## config.mk

```make
export PLATFORM = sky130hd
export DESIGN_NAME = bcd_digit_scanner
export DESIGN_NICKNAME = d
export VERILOG_FILES = /design/src/rtl/scan_pkg.sv /design/src/rtl/scan_ctrl.sv /design/src/rtl/scan_data.sv /design/src/rtl/bcd_digit_scanner.sv
export SDC_FILE = /design/constraint.sdc
export NUM_CORES = 1
export LEC_CHECK = 0
export ABC_CLOCK_PERIOD_IN_PS = 2750
export BUFFER_PORTS_ARGS = -buffer_cell sky130_fd_sc_hd__buf_2
export CAP_MARGIN = 0
export CORE_UTILIZATION = 55
export DETAILED_ROUTE_END_ITERATION = 12
export MAX_ROUTING_LAYER = met4
export PLACE_DENSITY = 0.75
export SETUP_SLACK_MARGIN = 0.05
export SYNTH_ARGS = -nofsm -noshare
export SYNTH_HDL_FRONTEND = slang
export SYNTH_SLANG_ARGS = --single-unit
```

## constraint.sdc

```tcl
create_clock -name clk -period 2.75 [get_ports clk]
set_input_delay 0.1375 -clock clk [delete_from_list [all_inputs] [get_ports clk]]
set_output_delay 0.1375 -clock clk [all_outputs]
set_load 0.005 [all_outputs]
```

## src/rtl/scan_pkg.sv

```systemverilog
package scan_pkg;
  // controls sent from the scan controller to the output datapath
  typedef struct packed {
    logic load;    // capture new result
    logic blank;   // force enables and bus low
    logic strobe;  // strobe active in this clock
  } scanCtl_t;
endpackage

```

## src/rtl/scan_ctrl.sv

```systemverilog
module scan_ctrl
  import scan_pkg::*;
#(
  parameter int SLOT = 200,
  parameter int NDIG = 5,
  localparam int PW  = $clog2(SLOT + 2),
  localparam int IW  = $clog2(NDIG),
  localparam int SW  = $clog2(NDIG + 1),
  localparam int MID = SLOT / 2
) (
  input  logic          clk,
  input  logic          rstN,
  input  logic          measEnd,
  input  logic          refStart,
  input  logic          overrange,
  output scanCtl_t      ctl,
  output logic [IW-1:0] idx
);
  logic          phase;
  logic [PW-1:0] pos;
  logic          longSlot;
  logic [SW-1:0] strobesLeft;
  logic          orHeld;
  logic          blank;
  logic [PW-1:0] lastPos;
  logic [PW-1:0] midPos;
  logic          strobeNow;

  always_comb begin
    lastPos   = longSlot ? PW'(SLOT) : PW'(SLOT - 1);
    midPos    = PW'(MID) + PW'(longSlot);
    strobeNow = (strobesLeft != '0) && phase && (pos == midPos);
  end

  always_ff @(posedge clk) begin
    if (!rstN) begin
      phase       <= 1'b0;
      pos         <= '0;
      idx         <= '0;
      longSlot    <= 1'b0;
      strobesLeft <= '0;
      orHeld      <= 1'b0;
      blank       <= 1'b0;
    end else if (measEnd) begin
      phase       <= 1'b0;
      pos         <= '0;
      idx         <= '0;
      longSlot    <= 1'b1;
      strobesLeft <= SW'(NDIG);
      orHeld      <= overrange;
      blank       <= 1'b0;
    end else if (blank && refStart) begin
      phase    <= 1'b0;
      pos      <= '0;
      idx      <= '0;
      longSlot <= 1'b0;
      orHeld   <= 1'b0;
      blank    <= 1'b0;
    end else begin
      phase <= ~phase;
      if (phase) begin
        if (pos == lastPos) begin
          pos      <= '0;
          longSlot <= 1'b0;
          idx      <= (idx == IW'(NDIG - 1)) ? '0 : idx + 1'b1;
        end else begin
          pos <= pos + 1'b1;
        end
      end
      if (strobeNow) begin
        strobesLeft <= strobesLeft - 1'b1;
        if (strobesLeft == SW'(1) && orHeld) blank <= 1'b1;
      end
    end
  end

  assign ctl.load   = measEnd;
  assign ctl.blank  = blank;
  assign ctl.strobe = strobeNow;

  // the digit index moves only at a slot end or on a restart
  a_r2_slot_hold: assert property (@(posedge clk) disable iff (!rstN)
    (!measEnd && !(blank && refStart) && !(phase && pos == lastPos)) |=> $stable(idx));
endmodule

```

## src/rtl/scan_data.sv

```systemverilog
module scan_data
  import scan_pkg::*;
#(
  parameter int NDIG = 5,
  parameter int DW   = 4,
  localparam int IW  = $clog2(NDIG)
) (
  input  logic               clk,
  input  logic               rstN,
  input  logic [NDIG*DW-1:0] digitsIn,
  input  scanCtl_t           ctl,
  input  logic [IW-1:0]      idx,
  output logic [NDIG-1:0]    digitEn,
  output logic [DW-1:0]      bcdOut,
  output logic               strobeN
);
  logic [NDIG*DW-1:0] resultQ;
  logic [DW-1:0]      dig [NDIG];
  logic [IW-1:0]      selIdx;
  logic [NDIG-1:0]    enNext;
  logic [DW-1:0]      bcdNext;

  for (genvar g = 0; g < NDIG; g++) begin : g_dig
    assign dig[g] = resultQ[g*DW +: DW];
  end

  always_comb begin
    selIdx  = IW'(NDIG - 1) - idx;
    enNext  = ctl.blank ? '0 : (NDIG'(1) << selIdx);
    bcdNext = ctl.blank ? '0 : dig[selIdx];
  end

  always_ff @(posedge clk) begin
    if (!rstN) begin
      resultQ <= '0;
      digitEn <= '0;
      bcdOut  <= '0;
      strobeN <= 1'b1;
    end else begin
      if (ctl.load) resultQ <= digitsIn;
      digitEn <= enNext;
      bcdOut  <= bcdNext;
      strobeN <= ~ctl.strobe;
    end
  end

  // at most one digit enabled
  a_r1_onehot: assert property (@(posedge clk) disable iff (!rstN) $onehot0(digitEn));
  // a strobe is one clock wide
  a_r5_strobe_width: assert property (@(posedge clk) disable iff (!rstN) !strobeN |=> strobeN);
  // blanking forces the outputs low
  a_r8_blank_out: assert property (@(posedge clk) disable iff (!rstN)
    ctl.blank |=> (digitEn == '0 && bcdOut == '0));
  // result held between measurement ends
  a_r7_hold: assert property (@(posedge clk) disable iff (!rstN) !ctl.load |=> $stable(resultQ));
endmodule

```

## src/rtl/bcd_digit_scanner.sv

```systemverilog
module bcd_digit_scanner
  import scan_pkg::*;
#(
  parameter int SLOT = 200,
  parameter int NDIG = 5,
  parameter int DW   = 4,
  localparam int IW  = $clog2(NDIG)
) (
  input  logic               clk,
  input  logic               rstN,
  input  logic               measEnd,
  input  logic               refStart,
  input  logic               overrange,
  input  logic [NDIG*DW-1:0] digitsIn,
  output logic [NDIG-1:0]    digitEn,
  output logic [DW-1:0]      bcdOut,
  output logic               strobeN
);
  scanCtl_t      ctl;
  logic [IW-1:0] idx;

  scan_ctrl #(.SLOT(SLOT), .NDIG(NDIG)) u_ctrl (
    .clk(clk), .rstN(rstN), .measEnd(measEnd), .refStart(refStart),
    .overrange(overrange), .ctl(ctl), .idx(idx)
  );

  scan_data #(.NDIG(NDIG), .DW(DW)) u_data (
    .clk(clk), .rstN(rstN), .digitsIn(digitsIn), .ctl(ctl), .idx(idx),
    .digitEn(digitEn), .bcdOut(bcdOut), .strobeN(strobeN)
  );
endmodule

```

==> run_results.csv <==
group,metric,value,unit
floorplan,core_area,3690,um^2
cts,cts_max_path_buffers,2,
global_routing,grtUsageTotal,0.204,
pwr,p_sw,0.281,mW
sta,setup_violations,0,
layout,layout-drive-gt1-share,0.191,
floorplan,die_area,4150,um^2
cts,cts_hold_buffers,0,
layout,layout_common_cells,"dfxtp_1 (48), buf_2 (34), nor2b_1 (24)",
sta,worst_slew_pin_slew,672,ps
cts,cts_setup_buffers,0,
setup_path,worstSetupPathType,"flop to flop",
global_routing,grt_max_degree,30,
pwr,pwr-share-clk,0.366,
detailed_routing,routed_via_density,5.52,
floorplan,fp.dieH,64.4,um
cts,cts-root-buf,"clkbuf_8",
sta,slew_headroom,0.552,
detailed_routing,ant_nets,0,
pwr,p_leak,0.998,nW
sta,fmax,0.494,GHz
yosys,syn_nets,245,
floorplan,num_rows,22,
detailed_routing,via_count,1594,
detailed_routing,route.detailed.drc,0,
layout,area_growth,13.0,%
placed_design,place.port_buffers,34,
cts,cts_tree,"done",
cts,cts_sinks,48,
run_status,status,"finished, final reports clean",
yosys,synthesis.area,2140,um^2
sta,grt_setup_unrepaired,"no",
setup_path,cp_data_required_time,2940,ps
pwr,p_int,1.03,mW
yosys,seq_area_frac_synth,0.449,
pwr,p_per_area,544,nW/um^2
setup_path,critPathLaunchType,"flop",
pwr,pwr-share-comb,0.072,
global_routing,grt_antenna_before_repair,0,
detailed_routing,drt_iter0_markers,139,
global_routing,grt-ovfl-total,0,
layout,utilization,0.656,
sta,period_needed,2020,ps
placed_design,dp_hpwl,2670,um
run,cap_violations,0,
yosys,syn_inst,213,
floorplan,initial_utilization,0.580,
yosys,yosys_warnings,0,
global_routing,grt_pass1_wl,6330,um
worst_hold_path,hold_path_class,"input pin to flop",
detailed_routing,wl_per_cell,13.2,um
yosys,yosysUniqueCellTypes,37,
setup_path,endpoint_kind,"flop",
yosys,synthArstFlopShare,0,
detailed_routing,drt_first_pass_iters,4,
sta,post-route-period-util,0.736,
sta,finalMaxSlewViolations,0,
yosys,ys.flop_type,"dfxtp_1",
yosys,synth-edff-count,0,
cts,cts_made_buffers,5,
cts,clock_latency,290,ps
sta,finalHoldViolCount,0,
detailed_routing,totalWireLength,3820,um
sta,setup_tns,0,ps
pwr,power,1.32,mW
yosys,synth.area.top_cells,"dfxtp_1 (45%), mux2i_1 (9.4%), nor2b_1 (7.0%), mux4_2 (4.2%), ha_1 (4.1%)",
pwr,swShare,0.214,
sta,fin_skew,2.21,ps
cts,ctsHtreeMaxLevel,2,
layout,nets,274,
yosys,avgSynthCellArea,10.1,um^2
placed_design,gp_congestion,0.802,
setup_path,crit_fanout,11,
setup_path,crit_arrival,2220,ps
floorplan,die_w,64.4,um
layout,final_common_cell,"dfxtp_1",
floorplan,ios,35,
yosys,yosysTopAreaCell,"dfxtp_1",
pwr,vdd_ir_drop_max,0.371,mV
cts,cts_resized,0,
pwr,seqPwrFrac,0.562,
global_routing,grt_pass1_vias,1451,
cts,clk_pin_slew,80,ps
yosys,synth_top_area_share,0.449,
layout,antennaDiodeCount,0,
yosys,synth-seq-cells,48,
-- Yosys cell counts, drive strengths merged (5+ instances only) --
library cell / n
nor2: 7
ha: 7
clkbuf: 7
nand2: 14
buf: 5
xnor2: 6
nor2b: 25
o21ai: 7
mux2i: 20
a21oi: 5
dfxtp: 48
inv: 6
nand4: 6
nor3: 9
-- metal layers --
metal,vias up,GRT usage,part of all wire
met5,-,-,0
met3,2,0.0625,0.050
met2,40,0.312,0.45
met4,0,0.0528,0.0055
met1,740,0.261,0.50
li1,812,-,-
-- cells by family after synthesis --
| family | count (synthesis) | synth area share |
|---|---|---|
| simple gates | 82 | 0.226 |
| flops | 48 | 0.449 |
| compound gates | 26 | 0.0824 |
| mux | 24 | 0.136 |
| buf+inv | 18 | 0.0339 |
| xor+xnor | 8 | 0.0327 |
| fa+ha+maj | 7 | 0.0409 |
-- worst max-delay path, cell delays in order (launching register included) --
cell and delay [ps]:
dfxtp_1 600, inv_1 100, ha_1 490, mux4_2 550, a22o_1 190
-- worst paths after layout --
check	from	to	slack, ps	depth (start not counted)
min reg2reg	u_data.resultQ[17]	u_data.bcdOut[1]	490	1
max reg2reg	u_ctrl.idx[0]	u_data.bcdOut[0]	730	4
max	u_ctrl.idx[0]	u_data.bcdOut[0]	730	4
min	digitsIn[4]	u_data.resultQ[4]	90	3
-- cell type report --
type | count | area [um^2]
fill | 325 | 1270
multi-input combinational | 147 | 1110
sequential | 48 | 961
timing repair buffer | 34 | 170
clock buffer | 5 | 68.8
tap | 48 | 60.1
clock inverter | 1 | 30.0
inverter | 6 | 22.5
-- per-stage QoR --
step	cell area (um^2)	hold WS (ps)	instances	worst slack, ps
2_1_floorplan	2140	307	213	668
3_3_place_gp	2320	393	283	776
3_5_place_dp	2320	404	283	719
4_1_cts	2420	90.6	289	704
5_1_grt	2420	102	289	581
6_report	2420	94.8	289	725
-- power by group through the flow --
stage                     Clock (mW)  Combinational (mW)  Sequential, mW
after floorplan                    0              0.0698           0.748
after global placement             0              0.0937           0.756
after detailed placement           0              0.0959           0.756
after CTS                      0.488              0.0960           0.740
after global routing           0.515               0.106           0.743
final                          0.482              0.0942           0.739
-- registers in the layout, indices dropped and copies added, names as in the netlist --
name and count:
u_ctrl.blank 1, u_ctrl.phase 1, u_ctrl.idx 3, u_data.digitEn 5, u_ctrl.strobesLeft 3, u_data.bcdOut 4
u_data.strobeN 1, u_data.resultQ 20, u_ctrl.pos 8, u_ctrl.orHeld 1, u_ctrl.longSlot 1
(Power assumes the default switching activity.)
